### src/rtl/ldq_order_pkg.sv
package ldq_order_pkg;
   typedef logic [1:0] replay_t;
   localparam replay_t REPLAY_CAP = 2'd3;
endpackage

### src/rtl/ldq_age_cmp.sv
module ldq_age_cmp #(
   parameter int ORD_W = 6
) (
   input  logic [ORD_W-1:0] a_tag,
   input  logic [ORD_W-1:0] b_tag,
   output logic             a_older
);
   localparam int LOW_W = ORD_W - 1;
   logic [LOW_W-1:0] a_low, b_low;
   assign a_low = a_tag[LOW_W-1:0];
   assign b_low = b_tag[LOW_W-1:0];

   always_comb begin
      if (a_tag[ORD_W-1] == b_tag[ORD_W-1]) a_older = (a_low < b_low);
      else                                  a_older = (a_low > b_low);
   end
endmodule

### src/rtl/ldq_entry.sv
module ldq_entry
   import ldq_order_pkg::*;
#(
   parameter int ORD_W = 6,
   parameter int CMP_W = 9
) (
   input  logic             clk,
   input  logic             rst_n,
   input  logic             alloc_en,
   input  logic [ORD_W-1:0] alloc_tag,
   input  logic             exec_en,
   input  logic [CMP_W-1:0] exec_cmp,
   input  logic             retire_en,
   input  logic             st_en,
   input  logic [ORD_W-1:0] st_tag,
   input  logic [CMP_W-1:0] st_cmp,
   input  logic             fl_en,
   input  logic [ORD_W-1:0] fl_tag,
   input  logic             fl_self,
   output logic             vld_o,
   output logic             exec_o,
   output logic [ORD_W-1:0] tag_o,
   output logic             match_o,
   output logic             wait_o
);
   logic             vld_q, exec_q;
   logic [ORD_W-1:0] tag_q, tag_d;
   logic [CMP_W-1:0] cmp_q;
   replay_t          cnt_q;
   logic             st_is_older, fl_is_older, saturated;

   assign tag_d     = alloc_en ? alloc_tag : tag_q;
   assign saturated = (cnt_q == REPLAY_CAP);

   ldq_age_cmp #(.ORD_W(ORD_W)) u_st_age (
      .a_tag(st_tag), .b_tag(tag_q), .a_older(st_is_older));
   ldq_age_cmp #(.ORD_W(ORD_W)) u_fl_age (
      .a_tag(fl_tag), .b_tag(tag_d), .a_older(fl_is_older));

   assign match_o = st_en & vld_q & exec_q & ~saturated & st_is_older
                  & (cmp_q == st_cmp);
   assign wait_o  = vld_q & saturated & ~exec_q;
   assign vld_o   = vld_q;
   assign exec_o  = exec_q;
   assign tag_o   = tag_q;

   always_ff @(posedge clk or negedge rst_n) begin
      if (!rst_n) begin
         vld_q  <= 1'b0;
         exec_q <= 1'b0;
         tag_q  <= '0;
         cmp_q  <= '0;
         cnt_q  <= '0;
      end else begin
         if (alloc_en) begin
            vld_q  <= 1'b1;
            tag_q  <= alloc_tag;
            exec_q <= 1'b0;
            cnt_q  <= '0;
         end
         if (exec_en) begin
            exec_q <= 1'b1;
            cmp_q  <= exec_cmp;
         end
         if (retire_en) vld_q <= 1'b0;
         if (fl_en) begin
            if (fl_self) begin
               exec_q <= 1'b0;
               cnt_q  <= cnt_q + replay_t'(1);
            end else if (fl_is_older) begin
               vld_q <= 1'b0;
            end
         end
      end
   end
endmodule

### src/rtl/ldq_oldest_pick.sv
module ldq_oldest_pick #(
   parameter int DEPTH = 8,
   parameter int ORD_W = 6,
   parameter int IDX_W = 3
) (
   input  logic [DEPTH-1:0]            match,
   input  logic [DEPTH-1:0][ORD_W-1:0] tags,
   output logic                        any,
   output logic [DEPTH-1:0]            win,
   output logic [IDX_W-1:0]            win_idx,
   output logic [ORD_W-1:0]            win_tag
);
   logic [DEPTH-1:0][DEPTH-1:0] older;

   for (genvar i = 0; i < DEPTH; i++) begin : g_row
      for (genvar j = 0; j < DEPTH; j++) begin : g_col
         if (i == j) begin : g_diag
            assign older[i][j] = 1'b0;
         end else begin : g_cmp
            ldq_age_cmp #(.ORD_W(ORD_W)) u_age (
               .a_tag(tags[i]), .b_tag(tags[j]), .a_older(older[i][j]));
         end
      end
   end

   always_comb begin
      for (int i = 0; i < DEPTH; i++) begin
         win[i] = match[i];
         for (int j = 0; j < DEPTH; j++) begin
            if (j != i && match[j] && !older[i][j]) win[i] = 1'b0;
         end
      end
   end

   always_comb begin
      win_idx = '0;
      win_tag = '0;
      for (int i = 0; i < DEPTH; i++) begin
         if (win[i]) begin
            win_idx = win_idx | IDX_W'(i);
            win_tag = win_tag | tags[i];
         end
      end
   end

   assign any = |match;
endmodule

### src/rtl/ldq_order_guard.sv
module ldq_order_guard
   import ldq_order_pkg::*;
#(
   parameter int DEPTH  = 8,
   parameter int ORD_W  = 6,
   parameter int ADDR_W = 32,
   parameter int CMP_LO = 3,
   parameter int CMP_W  = 9,
   localparam int IDX_W = $clog2(DEPTH)
) (
   input  logic              clk,
   input  logic              rst_n,
   input  logic              alloc_vld,
   input  logic [IDX_W-1:0]  alloc_idx,
   input  logic [ORD_W-1:0]  alloc_tag,
   input  logic              exec_vld,
   input  logic [IDX_W-1:0]  exec_idx,
   input  logic [ADDR_W-1:0] exec_addr,
   input  logic              st_vld,
   input  logic [ORD_W-1:0]  st_tag,
   input  logic [ADDR_W-1:0] st_addr,
   input  logic              retire_vld,
   input  logic [IDX_W-1:0]  retire_idx,
   output logic              flush_vld,
   output logic [ORD_W-1:0]  flush_tag,
   output logic [IDX_W-1:0]  flush_idx,
   output logic [DEPTH-1:0]  wait_mask
);
   if (DEPTH < 2 || (1 << IDX_W) != DEPTH) begin : g_bad_depth
      $error("DEPTH must be a power of two, at least 2");
   end
   if ((1 << (ORD_W - 1)) < DEPTH) begin : g_bad_tag
      $error("tag space must cover the queue depth");
   end
   if (CMP_W < 1 || CMP_LO < 0 || CMP_LO + CMP_W > ADDR_W) begin : g_bad_cmp
      $error("compare slice lies outside the address");
   end

   logic [CMP_W-1:0] exec_cmp, st_cmp;
   if (CMP_W == ADDR_W) begin : g_full_cmp
      assign exec_cmp = exec_addr;
      assign st_cmp   = st_addr;
   end else begin : g_slice_cmp
      assign exec_cmp = exec_addr[CMP_LO +: CMP_W];
      assign st_cmp   = st_addr[CMP_LO +: CMP_W];
      logic addr_unused;
      assign addr_unused = ^{exec_addr, st_addr};
   end

   logic [DEPTH-1:0]            q_valid, q_exec, q_match, q_wait, win;
   logic [DEPTH-1:0][ORD_W-1:0] q_tag;
   logic                        hit;
   logic [IDX_W-1:0]            hit_idx;
   logic [ORD_W-1:0]            hit_tag;

   for (genvar i = 0; i < DEPTH; i++) begin : g_slot
      ldq_entry #(.ORD_W(ORD_W), .CMP_W(CMP_W)) u_entry (
         .clk      (clk),
         .rst_n    (rst_n),
         .alloc_en (alloc_vld  && alloc_idx  == IDX_W'(i)),
         .alloc_tag(alloc_tag),
         .exec_en  (exec_vld   && exec_idx   == IDX_W'(i)),
         .exec_cmp (exec_cmp),
         .retire_en(retire_vld && retire_idx == IDX_W'(i)),
         .st_en    (st_vld),
         .st_tag   (st_tag),
         .st_cmp   (st_cmp),
         .fl_en    (hit),
         .fl_tag   (hit_tag),
         .fl_self  (win[i]),
         .vld_o    (q_valid[i]),
         .exec_o   (q_exec[i]),
         .tag_o    (q_tag[i]),
         .match_o  (q_match[i]),
         .wait_o   (q_wait[i])
      );
   end

   ldq_oldest_pick #(.DEPTH(DEPTH), .ORD_W(ORD_W), .IDX_W(IDX_W)) u_pick (
      .match  (q_match),
      .tags   (q_tag),
      .any    (hit),
      .win    (win),
      .win_idx(hit_idx),
      .win_tag(hit_tag)
   );

   always_ff @(posedge clk or negedge rst_n) begin
      if (!rst_n) begin
         flush_vld <= 1'b0;
         flush_tag <= '0;
         flush_idx <= '0;
      end else begin
         flush_vld <= hit;
         if (hit) begin
            flush_tag <= hit_tag;
            flush_idx <= hit_idx;
         end
      end
   end

   assign wait_mask = q_wait;
endmodule

### config.mk
export PLATFORM = sky130hd
export DESIGN_NAME = ldq_order_guard
export DESIGN_NICKNAME = d
export VERILOG_FILES = /design/src/rtl/ldq_order_pkg.sv /design/src/rtl/ldq_age_cmp.sv /design/src/rtl/ldq_entry.sv /design/src/rtl/ldq_oldest_pick.sv /design/src/rtl/ldq_order_guard.sv
export SDC_FILE = /design/constraint.sdc
export NUM_CORES = 1
export LEC_CHECK = 0
export BUFFER_PORTS_ARGS = -buffer_cell sky130_fd_sc_hd__buf_2
export CAP_MARGIN = 0
export CORE_UTILIZATION = 51
export CTS_CLUSTER_DIAMETER = 150
export CTS_CLUSTER_SIZE = 25
export DETAILED_ROUTE_END_ITERATION = 8
export GPL_TIMING_DRIVEN = 0
export PLACE_DENSITY = 0.74
export SYNTH_ARGS = -nofsm -noshare
export SYNTH_HDL_FRONTEND = slang
export SYNTH_SLANG_ARGS = --single-unit
### constraint.sdc
create_clock -name clk -period 8.79 [get_ports clk]
set_input_delay 0.879 -clock clk [delete_from_list [all_inputs] [get_ports clk]]
set_output_delay 0.879 -clock clk [all_outputs]
set_load 0.02 [all_outputs]
Word-level counts from Yosys, hierarchy flattened
Index checks and enable logic that the tools add are counted.

Bits in registers: 162. Bits of input ports: 91. Output and inout port bits: 18. Word-level logic and storage cells: 770.

$add $sub $neg: 8. Order comparisons: 144. Equal/unequal tests: 109. Muxes and demuxes: 247. Bitwise operators: 79. Reduce and logical (&&, ||, !) cells: 140.

Operator list (count): greater-than comparator 5 bit (72); less-than comparator 5 bit (72); two-way mux 1 bit (201); two-way mux 6 bit (16); logical AND 1 bit (80); == test 1 bit (72); == test 9 bit (8); AND 1 bit (56); logical NOT 1 bit (56); two-way mux 2 bit (26); OR 6 bit (7); == test 3 bit, second input constant (12); == test 3 x 2 -> 1 bit, second input constant (6); adder 2 x 1 -> 2 bit, second input constant (8); == test 2 bit, second input constant (8); inverter 1 bit (16); two-way mux 3 bit (4); == test 3 x 1 -> 1 bit, second input constant (3); logical NOT 3 bit (3); OR reduction 8 bit (1).

Longest topological paths before layout
Gate-level depths: netlist (run 1).

Depth in word-level cells: 33. Gate-level depth with buffers: 23. Mapped depth without buffers: 21.

By module
A second synthesis (run 1) with hierarchy kept.

Cell total of the unflattened synthesis: 2034. Area, all modules: 19098.3 µm².

Modules (own cells, without submodules): ldq_age_cmp (instances 72, cells an instance 19, area each 150.1 µm², sequential area each 0.0 µm²); ldq_entry (instances 8, cells an instance 65, area each 852.1 µm², sequential area each 475.5 µm²); ldq_oldest_pick (instances 1, cells an instance 102, area each 819.5 µm², sequential area each 0.0 µm²); ldq_order_guard (instances 1, cells an instance 44, area each 651.9 µm², sequential area each 250.2 µm²).

Worst setup path after synthesis (run 1)
No wires, ideal clock.

Kind: input-to-reg. Start point: input st_tag[4]. End point: register g_slot[2].u_entry.vld_q. Library setup time: 82 ps. Arrival time: 5319 ps. Required time: 8708 ps. Setup slack: 3389 ps. Stages on the path: 19. Buffers on the path: 0. Cells stage by stage: ha_1 -> nand4_1 -> o221ai_1 -> mux2_2 -> nor2_1 -> o41ai_1 -> a2111o_1 -> a2111oi_1 -> a22o_1 -> a2111o_1 -> ha_1 -> nor2b_1 -> o21a_1 -> o21ai_0 -> nand2b_1 -> a21oi_1 -> a31oi_1 -> mux2_1 -> a31oi_1.

Word-level cells in the longest chain between the ends: 32. Elaborated cells between the ends (all ways): 175. Classes of those cells: order compare: 18; eq/ne: 1; mux: 76; bitwise: 23; reduce/logical: 57.

RTL lines: start: declaration (line ldq_order_guard.sv:20) `input logic [ORD_W-1:0] st_tag,`; greater-than comparator 5 bit or less-than comparator 5 bit (tied branches) (line ldq_age_cmp.sv:15, ldq_age_cmp.sv:14); two-way mux 1 bit (line ldq_age_cmp.sv:14) `if (a_tag[ORD_W-1] == b_tag[ORD_W-1]) a_older = (a_low < b_low);`; AND 1 bit (line ldq_entry.sv:40) `assign match_o = st_en & vld_q & exec_q & ~saturated & st_is_older`; AND 1 bit (line ldq_entry.sv:41) `& (cmp_q == st_cmp);`; logical AND 1 bit (line ldq_oldest_pick.sv:30) `if (j != i && match[j] && !older[i][j]) win[i] = 1'b0;`; two-way mux 1 bit (7 in series) (line ldq_oldest_pick.sv:30); two-way mux 6 bit (line ldq_oldest_pick.sv:39) `if (win[i]) begin`; OR 6 bit (line ldq_oldest_pick.sv:41) `win_tag = win_tag | tags[i];`; [... 11 more ...]; OR 6 bit (line ldq_oldest_pick.sv:41); two-way mux 6 bit * (line ldq_oldest_pick.sv:39); via g_slot[0].u_entry.fl_tag[1] (line ldq_entry.sv:18) `input logic [ORD_W-1:0] fl_tag,`; greater-than comparator 5 bit or less-than comparator 5 bit (tied branches) (line ldq_age_cmp.sv:15, ldq_age_cmp.sv:14); two-way mux 1 bit * (line ldq_age_cmp.sv:14); two-way mux 1 bit * (line ldq_entry.sv:70) `end else if (fl_is_older) begin`; two-way mux 1 bit * (line ldq_entry.sv:67) `if (fl_self) begin`; two-way mux 1 bit * (line ldq_entry.sv:66) `if (fl_en) begin`; end signal: assignment (line ldq_entry.sv:56) `vld_q <= 1'b1;`; end signal: assignment (line ldq_entry.sv:65) `if (retire_en) vld_q <= 1'b0;`; end signal: assignment (line ldq_entry.sv:71) `vld_q <= 1'b0;`; end: declaration (line ldq_entry.sv:26) `logic vld_q, exec_q;`.

Mark *: on every way through the listed nets, which the timed path passes. The rest lies on a longest branch. A chain may end at the register's enable or synchronous reset.

Worst setup path in the final report (run 1)
Start point: register g_slot[2].u_entry.tag_q[4]. End point: register g_slot[2].u_entry.vld_q.

Word-level cells in the longest chain between the ends: 31. Elaborated cells between the ends (all ways): 143. Classes of those cells: order compare: 32; eq/ne: 1; mux: 72; bitwise: 9; reduce/logical: 29.

RTL lines: start: declaration (line ldq_entry.sv:27) `logic [ORD_W-1:0] tag_q, tag_d;`; start signal: assignment (line ldq_entry.sv:57) `tag_q <= alloc_tag;`; greater-than comparator 5 bit or less-than comparator 5 bit (tied branches) (line ldq_age_cmp.sv:15, ldq_age_cmp.sv:14); two-way mux 1 bit (line ldq_age_cmp.sv:14); AND 1 bit (line ldq_entry.sv:40); AND 1 bit (line ldq_entry.sv:41); logical AND 1 bit (line ldq_oldest_pick.sv:30); two-way mux 1 bit (6 in series) (line ldq_oldest_pick.sv:30); two-way mux 6 bit (line ldq_oldest_pick.sv:39); OR 6 bit (line ldq_oldest_pick.sv:41); [... 11 more ...]; OR 6 bit (line ldq_oldest_pick.sv:41); two-way mux 6 bit * (line ldq_oldest_pick.sv:39); via g_slot[0].u_entry.fl_tag[1] (line ldq_entry.sv:18); greater-than comparator 5 bit or less-than comparator 5 bit (tied branches) (line ldq_age_cmp.sv:15, ldq_age_cmp.sv:14); two-way mux 1 bit * (line ldq_age_cmp.sv:14); two-way mux 1 bit * (line ldq_entry.sv:70); two-way mux 1 bit * (line ldq_entry.sv:67); two-way mux 1 bit * (line ldq_entry.sv:66).

Marked as above.

==> metrics.txt, run 1 <==
area of all placed cells without fillers 16300 um2; post-synthesis net count 1889; critical register-to-register path endpoint g_slot[2].u_entry.vld_o; CTS H-tree depth 4; HP Class primary input to asynchronous set/reset pin; clock skew 7.46 ps; overflow left after global routing 0; setup fix buffers added after clock tree synthesis 0; Die Ht 173 um; number of placement rows 62; largest cells by area after synthesis dfrtp_1 (27%), ha_1 (19%), mux2_2 (6.7%), xor2_1 (5.3%), mux2i_1 (3.0%); post-detail-place hpwl 38300 um; critical path launch point type flip-flop; drt drc 0; vias in the first global route 13100; Final nets 1952; die outline width 173 um; Final Wtd Congestion 1.00; Period minus WS final 6570 ps; synthesis-to-finish area growth 8.86%; leading cell type by number of instances after synthesis ha_1; required time reported for the critical path endpoint 9140 ps; Static Leak 8.14 nW; fraction of registers with async set or reset after synthesis 100%; maximum vdd ir drop 0.162 mV; post-synthesis cell type with the largest combined area dfrtp_1; reg2reg setup slack 2220 ps; sequential cell area fraction in the yosys report 27.0%; launching element of the worst setup path g_slot[2].u_entry.tag_o[4]; top cells by count, synth ha_1 (228), dfrtp_1 (162), inv_1 (108), nand2_1 (103), xor2_1 (91); Via density 6.48; crit path kind flip-flop to flip-flop; number of synthesized flops with an enable pin 0; setup repair after global routing missed its margin false; Post-synth top flop dfrtp_1; global-route wire length before repair 76200 um; Inserted Clock Buffers 17; number of buffers on the longest clock path 2; number of maximum-capacitance violations 0; maximum clock rate 152 MHz; number of unique standard cell types used by synthesis 82; R2R Path Start g_slot[2].u_entry.tag_o[4]; part of the cycle the worst path needs 74.7%; final core utilization 56.7%; initial antenna violation count 0; total die area 30100 um2; initial core utilization 52.1%; final std cells w/o fill 2029; detailed-route wire length per cell 24.6 um; summed negative setup slack over all endpoints 0 ps; result of the run completed; clock input transition at the sequential cells of the worst setup and hold paths 60 ps; Resized Gates After CTS 0; CTS root buf clkbuf_16; number of synthesis warnings 0; sum of routed wire length over all layers 49900 um; Final Hold Fails 0; pwr dens 225 nW/um2; crit end category flip-flop; critical path arrival 6920 ps; number of sinks driven by the clock tree 162; global-route total usage across every layer 33.6%; diode count 0; mean cell area of the mapped netlist 9.55 um2; Register-to-Register Path Depth 21; Final setup viols 0; flip-flop and latch count after synthesis 162; share of Yosys cell area claimed by the top area cell type 27.0%; pin count of the biggest net entering global routing 103; number of routed nets with antenna violations 0; First DRT Iteration DRCs 1134; synthesized instance count 1570; count of buffers inserted at the top-level ports 41; num ports 109; CTS tree built; Max-Slew Margin vs Limit 25.6%; core region area 28800 um2; share of post-route cells with drive strength above 1 14.5%; Hold-fix buffers, CTS 0; transition at the pin with the smallest max-transition slack 1110 ps; Pre-Repair DR Iteration Count 7; number of placed instances, taps included 1998; cell area after synthesis 15000 um2; top fanout value on the critical path 9; via count 13200; fin. max-slew vios 0; instance area at placement 15700 um2; clock network latency to the later pin of the worst-skew pair 440 ps
==> worst max-delay path, cell delays in order, from the launching register on <==
cell	delay (ps)
dfrtp_1	750
inv_1	240
ha_1	370
nand4_1	120
o221ai_1	200
mux2_2	440
nor2_1	750
a32oi_1	310
nor4bb_1	270
clkbuf_1	300
a22oi_1	310
nand2_1	80
a2111o_1	520
ha_1	390
nor2b_1	130
o21a_1	160
o21ai_0	200
nand2b_1	110
a21oi_1	190
a31oi_1	60
mux2_1	360
a31oi_1	180
==> area by class of cell <==
type	instances	area, um2
clock buffers	20	447
repair buffers	44	253
inverters	109	409
well taps	384	480
plain buffers	57	383
multi-input cells	1242	10200
clock inverters	11	126
fillers	2529	12500
flip-flops and latches	162	4050
==> kinds of logic after synthesis <==
kind of cell               share of synthesized area, %
adders and majority gates                          19.0
and+or+nand+nor                                    15.1
buffers and inverters                              5.28
muxes                                              10.2
AOI/OAI and AO/OA                                  15.8
xor gates and xnor gates                           7.60
DFF                                                27.0
==> worst max-delay path by stage <==
stage                     slack (ps)  cells past startpoint                      end
after global placement          1260                     19  g_slot[2].u_entry.vld_o
after floorplan                 3390                     19  g_slot[2].u_entry.vld_o
after detailed placement        2170                     20  g_slot[2].u_entry.vld_o
after global routing            2140                     21  g_slot[2].u_entry.vld_o
after CTS                       2490                     21  g_slot[2].u_entry.vld_o
final                           2220                     21  g_slot[2].u_entry.vld_o
==> state kept, by name, summed over array words and instances (netlist names) <==
register,flops
flush_idx,3
flush_tag,6
flush_vld,1
g_slot.u_entry.cmp_q,72
g_slot.u_entry.cnt_q,16
g_slot.u_entry.exec_o,8
g_slot.u_entry.tag_o,48
g_slot.u_entry.vld_o,8
==> metrics by stage <==
stage | setup slack [ps] | total power [W] | hold slack [ps]
6_report | 2220 | 0.00367 | 351
5_1_grt | 2140 | 0.00390 | 395
4_1_cts | 2490 | 0.00362 | 371
3_5_place_dp | 2170 | 0.00288 | 463
3_3_place_gp | 1260 | 0.00279 | 454
2_1_floorplan | 3390 | 0.00232 | 455
==> report_power, final <==
group	switching, W	internal, W	total, W
sequential	0.000221	0.000883	0.00110
clock	0.000311	0.000426	0.000737
combinational	0.00108	0.000746	0.00182
==> cell usage in the layout, fill, tap and decap left out, types with 11 or more instances in the layout <==
cell type	n
nand2b_1	11
buf_2	49
mux2_2	89
nor4_1	16
inv_1	108
clkbuf_1	22
nand4_1	29
buf_6	13
ha_1	228
a21o_1	53
nor2_1	82
buf_4	14
o21ai_0	43
clkbuf_16	17
and3_1	17
and4b_1	13
xor2_1	91
a211oi_1	28
xnor2_1	39
a31oi_1	18
a2111oi_0	16
nand2_1	103
dfrtp_1	162
nand3_1	38
a21oi_1	63
nor2b_1	17
mux2i_1	45
nor3_1	14
==> metal layers <==
metal	routed length (um)	track usage, %	vias up	part of all wire (%)
met2	21600	51.5	638	43
met1	21100	44.7	6407	42
li1	-	-	5936	-
met4	2830	19.8	0	5.7
met3	4380	5.75	177	8.8
met5	0	0	-	0
(Power assumes the default switching activity.)
==> inputs of run 2 (changes only) <==
==> constraint.sdc (replaced) <==
create_clock -name clk -period 6.23 [get_ports clk]
set_input_delay 0.623 -clock clk [delete_from_list [all_inputs] [get_ports clk]]
set_output_delay 0.623 -clock clk [all_outputs]
set_load 0.02 [all_outputs]
==> run 2 against run 1 <==
  * Register-to-register slack got worse by 2100 ps
  * Total power increased by 42%
  * Final area increased by 0.28%
  * Largest power group unchanged
  * Sequential share of layout area about the same
  * Setup slack got worse by 2100 ps
  * Highest routed layer unchanged
  * Worst hold slack got worse by 250 ps
  * Cell count unchanged
  * Critical path depth unchanged
==> metrics.txt, run 2 (synthesized netlist as in run 1, its figures left out) <==
result of the run completed; Register-to-Register Path Depth 21 (unchanged); number of maximum-capacitance violations 0 (unchanged); detailed-route wire length per cell 24.6 um (+0.20%); diode count 0 (unchanged); met2 GRT Util 51.5% (about the same); initial core utilization 52.1% (unchanged); critical register-to-register path endpoint g_slot[2].u_entry.vld_o; area of all placed cells without fillers 16400 um2 (+0.28%); num ports 109 (unchanged); number of sinks driven by the clock tree 162 (unchanged); reg2reg setup slack 110 ps (-2110 ps); maximum cell stage delay along the critical path 730 ps (-20 ps); slowest library cell on the worst path dfrtp_1; max FFs per register 72 (unchanged); top fanout value on the critical path 9 (unchanged); CTS H-tree depth 4 (unchanged); synthesis-to-finish area growth 9.16%; Inserted Clock Buffers 17 (unchanged); Pre-Repair DR Iteration Count 6 (-1); Period minus WS final 6120 ps (-446 ps); via count 13200 (+0.26%); pwr dens 318 nW/um2 (+41%); HP Class primary input to asynchronous set/reset pin; drt drc 0 (unchanged); maximum clock rate 163 MHz (+7.3%); part of the cycle the worst path needs 98.3% (+24 points); Register Area 4060 um2 (+0.12%); global-route layer with the greatest usage met2; clock network latency to the later pin of the worst-skew pair 440 ps (about the same); crit path kind flip-flop to flip-flop; Final nets 1952 (unchanged); required time reported for the critical path endpoint 6580 ps (-2560 ps); number of buffers on the longest clock path 2 (unchanged); number of placed instances, taps included 1998 (unchanged); final std cells w/o fill 2029 (unchanged); crit end category flip-flop; number of routed nets with antenna violations 0 (unchanged); core region area 28800 um2 (unchanged); commonest non-fill, non-tap cells in the layout ha_1 (228), dfrtp_1 (158), inv_1 (108); Via density 6.50 (+0.26%); final core utilization 56.9% (+0.16 points); clock input transition at the sequential cells of the worst setup and hold paths 60 ps (about the same); critical path arrival 6470 ps (-450 ps); vias in the first global route 13100 (+0.038%); global-route wire length before repair 76200 um (about the same); transition at the pin with the smallest max-transition slack 1060 ps (-57.6 ps); R2R Path Start g_slot[2].u_entry.tag_o[1]; die outline width 173 um (unchanged); CTS root buf clkbuf_16; post-detail-place hpwl 38300 um (unchanged); summed negative setup slack over all endpoints 0 ps (unchanged); area taken by multi-input logic gates 10200 um2 (+0.39%); clock skew 12.2 ps (+4.70 ps); setup repair after global routing missed its margin false; # fillers 2523 (-0.24%); pin count of the biggest net entering global routing 103 (unchanged); sum of routed wire length over all layers 50000 um (+0.20%); Final Hold Fails 0 (unchanged); commonest non-fill, non-tap cell in the layout ha_1; total die area 30100 um2 (unchanged); Max-Slew Margin vs Limit 27.8% (+2.2 points); end of the critical path g_slot[2].u_entry.vld_o; fin. max-slew vios 0 (unchanged); Static Leak 8.14 nW (about the same); overflow left after global routing 0 (unchanged); Final setup viols 0 (unchanged); Die Ht 173 um (unchanged); critical path launch point type flip-flop; number of placement rows 62 (unchanged); M3 GR Usage 6.10% (+0.35 points); instance area at placement 15700 um2 (unchanged); First DRT Iteration DRCs 1183 (+4.3%); maximum vdd ir drop 0.226 mV (+40%); share of post-route cells with drive strength above 1 15.3% (+0.79 points); CTS tree built; register with the highest flop count g_slot.u_entry.cmp_q; critical path cell sequence inv_1 -> ha_1 -> nand4_1 -> o221ai_1 -> mux2_2 -> nor2_2 -> a32oi_1 -> nor4bb_1 -> clkbuf_1 -> a22oi_1 -> nand2_1 -> a2111o_2 -> ha_1 -> nor2b_1 -> o21a_1 -> o21ai_0 -> nand2b_1 -> a21oi_1 -> a31oi_1 -> mux2_1 -> a31oi_1; launching element of the worst setup path g_slot[2].u_entry.tag_o[1]; met1 Usage GRT 44.7% (about the same); initial antenna violation count 0 (unchanged); global-route total usage across every layer 33.6% (about the same); Final Wtd Congestion 1.00 (unchanged); count of buffers inserted at the top-level ports 41 (unchanged)
## run 2: cell count changes in the layout (fill, tap and decap cells not counted), moves of 2 or more
cell,change
a211oi_1,-3
nor2_2,+2
dfrtp_2,+4
a211oi_2,+3
dfrtp_1,-4
nor2_1,-3
## run 2: how the worst min path moves through the flow
stage,to,slack (ps),cells after the start
final,flush_tag[4],100,1
after detailed placement,flush_tag[4],460,1
after global placement,flush_tag[2],450,1
after global routing,flush_tag[4],140,1
after CTS,flush_tag[4],110,1
after floorplan,flush_idx[0],330,0
## run 2: layer usage
layer / share of wire [%] / vias to the layer above
met2: 43 / 688
met4: 5.5 / 0
met1: 41 / 6416
met5: 0 / -
met3: 9.7 / 169
li1: - / 5919
## run 2: critical path: cells and delay by family, from the launching register on
family,cells,cell delay (ps)
mux,2,820
buf+inv,2,530
flops,1,730
fa+ha+maj,2,700
compound gates,9,2100
simple gates,6,1160
## run 2: timing repair
action | 4_1_cts | 5_1_grt
pin swaps | 0 | 0
endpoints found under the setup margin | 1 | 8
hold buffers | 0 | 0
setup buffers | 0 | 0
gates resized for setup | 1 | 13
## run 2: stage by stage
stage                     hold slack [ps]  worst slack, ps  total power, W
final                                 101              108         0.00520
after floorplan                       327             1080         0.00327
after detailed placement              463             -130         0.00406
after global placement                454            -1050         0.00394
after CTS                             115             41.6         0.00511
after global routing                  137             16.4         0.00552
## run 2: cell type report
type,instances,area share (%)
inverters,109,2.50
plain buffers,57,2.34
clock buffers,20,2.73
repair buffers,44,1.54
well taps,384,2.94
flip-flops and latches,162,24.8
clock inverters,11,0.772
multi-input cells,1242,62.4
## run 2: report_power, final
group | switching [W] | internal (W)
registers | 0.000312 | 0.00125
logic | 0.00154 | 0.00106
clock network | 0.000441 | 0.000602
total | 0.00229 | 0.00291
==> inputs of run 3 (changes only) <==
--- a/config.mk
+++ b/config.mk
@@ -6,13 +6,13 @@
 export NUM_CORES = 1
 export LEC_CHECK = 0
 export BUFFER_PORTS_ARGS = -buffer_cell sky130_fd_sc_hd__buf_2
-export CAP_MARGIN = 0
-export CORE_UTILIZATION = 51
+export CAP_MARGIN = 20
+export CORE_UTILIZATION = 40
 export CTS_CLUSTER_DIAMETER = 150
 export CTS_CLUSTER_SIZE = 25
 export DETAILED_ROUTE_END_ITERATION = 8
 export GPL_TIMING_DRIVEN = 0
-export PLACE_DENSITY = 0.74
+export PLACE_DENSITY = 0.62
 export SYNTH_ARGS = -nofsm -noshare
 export SYNTH_HDL_FRONTEND = slang
 export SYNTH_SLANG_ARGS = --single-unit
==> constraint.sdc (replaced) <==
create_clock -name clk -period 6.4 [get_ports clk]
set_input_delay 0.64 -clock clk [delete_from_list [all_inputs] [get_ports clk]]
set_output_delay 0.64 -clock clk [all_outputs]
set_load 0.02 [all_outputs]
==> run 3 against run 2 <==
  * First-iteration DRC count is 21% lower
  * Clock skew is 1.7 ps lower
  * Flip-flop and latch count stayed put
  * Largest power group unchanged
  * Worst hold slack better by 25 ps
  * Register-to-register slack better by 120 ps
  * Combinational power is 4% lower
  * Sequential power is 3% lower
  * Via count is 2.1% lower
  * Non-clock buffer count is 1 higher
  * Critical endpoint is now g_slot[1].u_entry.vld_o
  * Clock power is 15% higher
  * Utilization is 12 points lower
==> metrics.txt, run 3 (synthesized netlist as in run 1, its figures left out) <==
initial antenna violation count 0 (unchanged); slowest library cell on the worst path dfrtp_1; Die Ht 196 um (+13%); Max-Slew Margin vs Limit 24.5% (-3.3 points); CTS root buf clkbuf_16; result of the run completed; number of routed nets with antenna violations 0 (unchanged); Setup Slack @ Placement -235 ps (-105 ps); final core utilization 45.0% (-12 points); via count 12900 (-2.1%); number of buffer and inverter stages on the critical path 2 (unchanged); critical path launch point type flip-flop; vias in the first global route 12800 (-2.5%); number of maximum-capacitance violations 0 (unchanged); Crit path max-delay family compound AO/OA/AOI/OAI gates; sum of routed wire length over all layers 50900 um (+1.7%); num ports 109 (unchanged); overflow left after global routing 0 (unchanged); maximum cell stage delay along the critical path 730 ps (about the same); HP Class primary input to asynchronous set/reset pin; total die area 38300 um2 (+27%); clock input transition at the sequential cells of the worst setup and hold paths 70 ps (about the same); required time reported for the critical path endpoint 6760 ps (+180 ps); Final Hold Fails 0 (unchanged); Inserted Clock Buffers 17 (unchanged); commonest non-fill, non-tap cells in the layout ha_1 (228), dfrtp_1 (162), inv_1 (108); CTS H-tree depth 4 (unchanged); First DRT Iteration DRCs 930 (-21%); clock skew 10.5 ps (-1.71 ps); count of buffers inserted at the top-level ports 41 (unchanged); crit path kind flip-flop to flip-flop; synthesis-to-finish area growth 10.5%; max FFs per register 72 (unchanged); share of post-route cells with drive strength above 1 14.8% (-0.50 points); critical register-to-register path endpoint g_slot[1].u_entry.vld_o; diode count 0 (unchanged); Final Wtd Congestion 0.986 (-1.8%); Hold-fix buffers, CTS 0 (unchanged); part of the cycle the worst path needs 96.5% (-1.8 points); Final setup viols 0 (unchanged); setup repair after global routing missed its margin false; core region area 36800 um2 (+28%); number of placed instances, taps included 2083 (+4.3%); commonest non-fill, non-tap cell in the layout ha_1; Static Leak 8.20 nW (+0.73%); Period minus WS final 6170 ps (+51.1 ps); crit end category flip-flop; maximum vdd ir drop 0.191 mV (-16%); drt drc 0 (unchanged); pin count of the biggest net entering global routing 101 (-1.9%); detailed-route wire length per cell 24.0 um (-2.4%); total chip power 0.00521 W (+0.19%); reg2reg setup slack 230 ps (+120 ps); pwr dens 314 nW/um2 (-1.1%); Via density 6.11 (-6.0%); initial core utilization 40.8% (-11 points); CTS tree built; number of buffers on the longest clock path 2 (unchanged); register with the highest flop count g_slot.u_entry.cmp_q; critical path cell sequence inv_1 -> ha_1 -> nand4_1 -> o221ai_1 -> mux2_2 -> nor2_2 -> o41ai_1 -> a2111o_1 -> a2111oi_4 -> buf_4 -> a22o_1 -> a2111o_1 -> ha_1 -> nor2b_1 -> o21a_1 -> o21ai_0 -> nand2b_1 -> a21oi_1 -> a31oi_1 -> mux2_1 -> a31oi_1; worst setup margin 227 ps (+119 ps); final std cells w/o fill 2115 (+4.2%); Pre-Repair DR Iteration Count 8 (+2); global-route total usage across every layer 27.0% (-6.7 points); # fillers 3539 (+40%); die outline width 196 um (+13%); global-route wire length before repair 77100 um (+1.2%); Register-to-Register Path Depth 21 (unchanged); top fanout value on the critical path 9 (unchanged); clock network latency to the later pin of the worst-skew pair 450 ps (about the same); number of placement rows 70 (+13%); R2R Path Start g_slot[1].u_entry.tag_o[2]; number of sinks driven by the clock tree 162 (unchanged); maximum clock rate 162 MHz (-0.83%); post-detail-place hpwl 39300 um (+2.6%); fin. max-slew vios 0 (unchanged); transition at the pin with the smallest max-transition slack 1130 ps (+70.6 ps); critical path arrival 6540 ps (+70 ps); Final nets 1953 (+0.051%)
==> run 3: cell count changes in the layout (fill, tap and decap cells not counted), moves of 2 or more <==
| cell | change |
|---|---|
| a211oi_1 | +3 |
| dfrtp_1 | +4 |
| clkinv_2 | -3 |
| a211oi_2 | -3 |
| dfrtp_2 | -4 |
| bufinv_16 | +4 |
| inv_8 | +2 |
| a2111oi_2 | -2 |
| a2111oi_1 | +2 |
==> run 3: stage by stage <==
step,setup TNS (ps),hold WS (ps),area (um2)
after CTS,0,144,16600
after detailed placement,-1100,461,15900
after global placement,-8460,455,15800
final,0,126,16600
after floorplan,0,344,15000
after global routing,0,164,16600
==> run 3: worst reg2reg max path, stage by stage (launching register included) <==
cell and delay, ps:
dfrtp_1 730, inv_1 200, ha_1 340, nand4_1 120
o221ai_1 220, mux2_2 480, nor2_2 450, o41ai_1 200
a2111o_1 480, a2111oi_4 470, buf_4 250, a22o_1 150
a2111o_1 400, ha_1 320, nor2b_1 130, o21a_1 160
o21ai_0 140, nand2b_1 70, a21oi_1 170, a31oi_1 60
mux2_1 360, a31oi_1 180
==> run 3: area by class of cell <==
type / instances / area [um2] / area share [%]
Multi-Input combinational cell: 1242 / 10200 / 61.5
Clock buffer: 19 / 443 / 2.67
Inverter: 109 / 409 / 2.47
Timing Repair Buffer: 45 / 267 / 1.61
Tap cell: 468 / 586 / 3.53
Buffer: 57 / 383 / 2.31
Sequential cell: 162 / 4050 / 24.5
Clock inverter: 13 / 245 / 1.48
==> run 3: report_power, final <==
group          leakage, nW  internal [W]  switching (W)  total [W]
Sequential            2.00       0.00121       0.000302    0.00152
Clock                0.333      0.000752       0.000449    0.00120
Combinational         5.87       0.00102        0.00147    0.00249
==> run 3: timing repair <==
item                                   in CTS  in global routing
cloned                                      0                  0
gates resized for setup                     1                  2
setup endpoints to repair                   5                  6
buffers inserted                            0                  0
endpoints found under the hold margin       0                  0
==> run 3: routing by layer <==
| metal | vias up | routed length [um] | GRT usage [%] |
|---|---|---|---|
| li1 | 5941 | - | - |
| met1 | 6391 | 22900 | 37.0 |
| met2 | 468 | 22200 | 41.5 |
| met3 | 121 | 3530 | 3.97 |
| met4 | 0 | 2210 | 12.9 |
| met5 | - | 0 | 0 |
==> run 3: how the worst max path moves through the flow <==
| stage | startpoint | endpoint | slack (ps) | cells after the start |
|---|---|---|---|---|
| after CTS | g_slot[1].u_entry.tag_o[2] | g_slot[2].u_entry.vld_o | 170 | 21 |
| after global placement | st_addr[8] | g_slot[2].u_entry.vld_o | -1150 | 19 |
| after floorplan | st_tag[4] | g_slot[2].u_entry.vld_o | 1240 | 19 |
| final | g_slot[1].u_entry.tag_o[2] | g_slot[1].u_entry.vld_o | 230 | 21 |
| after global routing | g_slot[5].u_entry.tag_o[3] | g_slot[1].u_entry.vld_o | 20 | 21 |
| after detailed placement | st_addr[8] | g_slot[2].u_entry.vld_o | -230 | 20 |
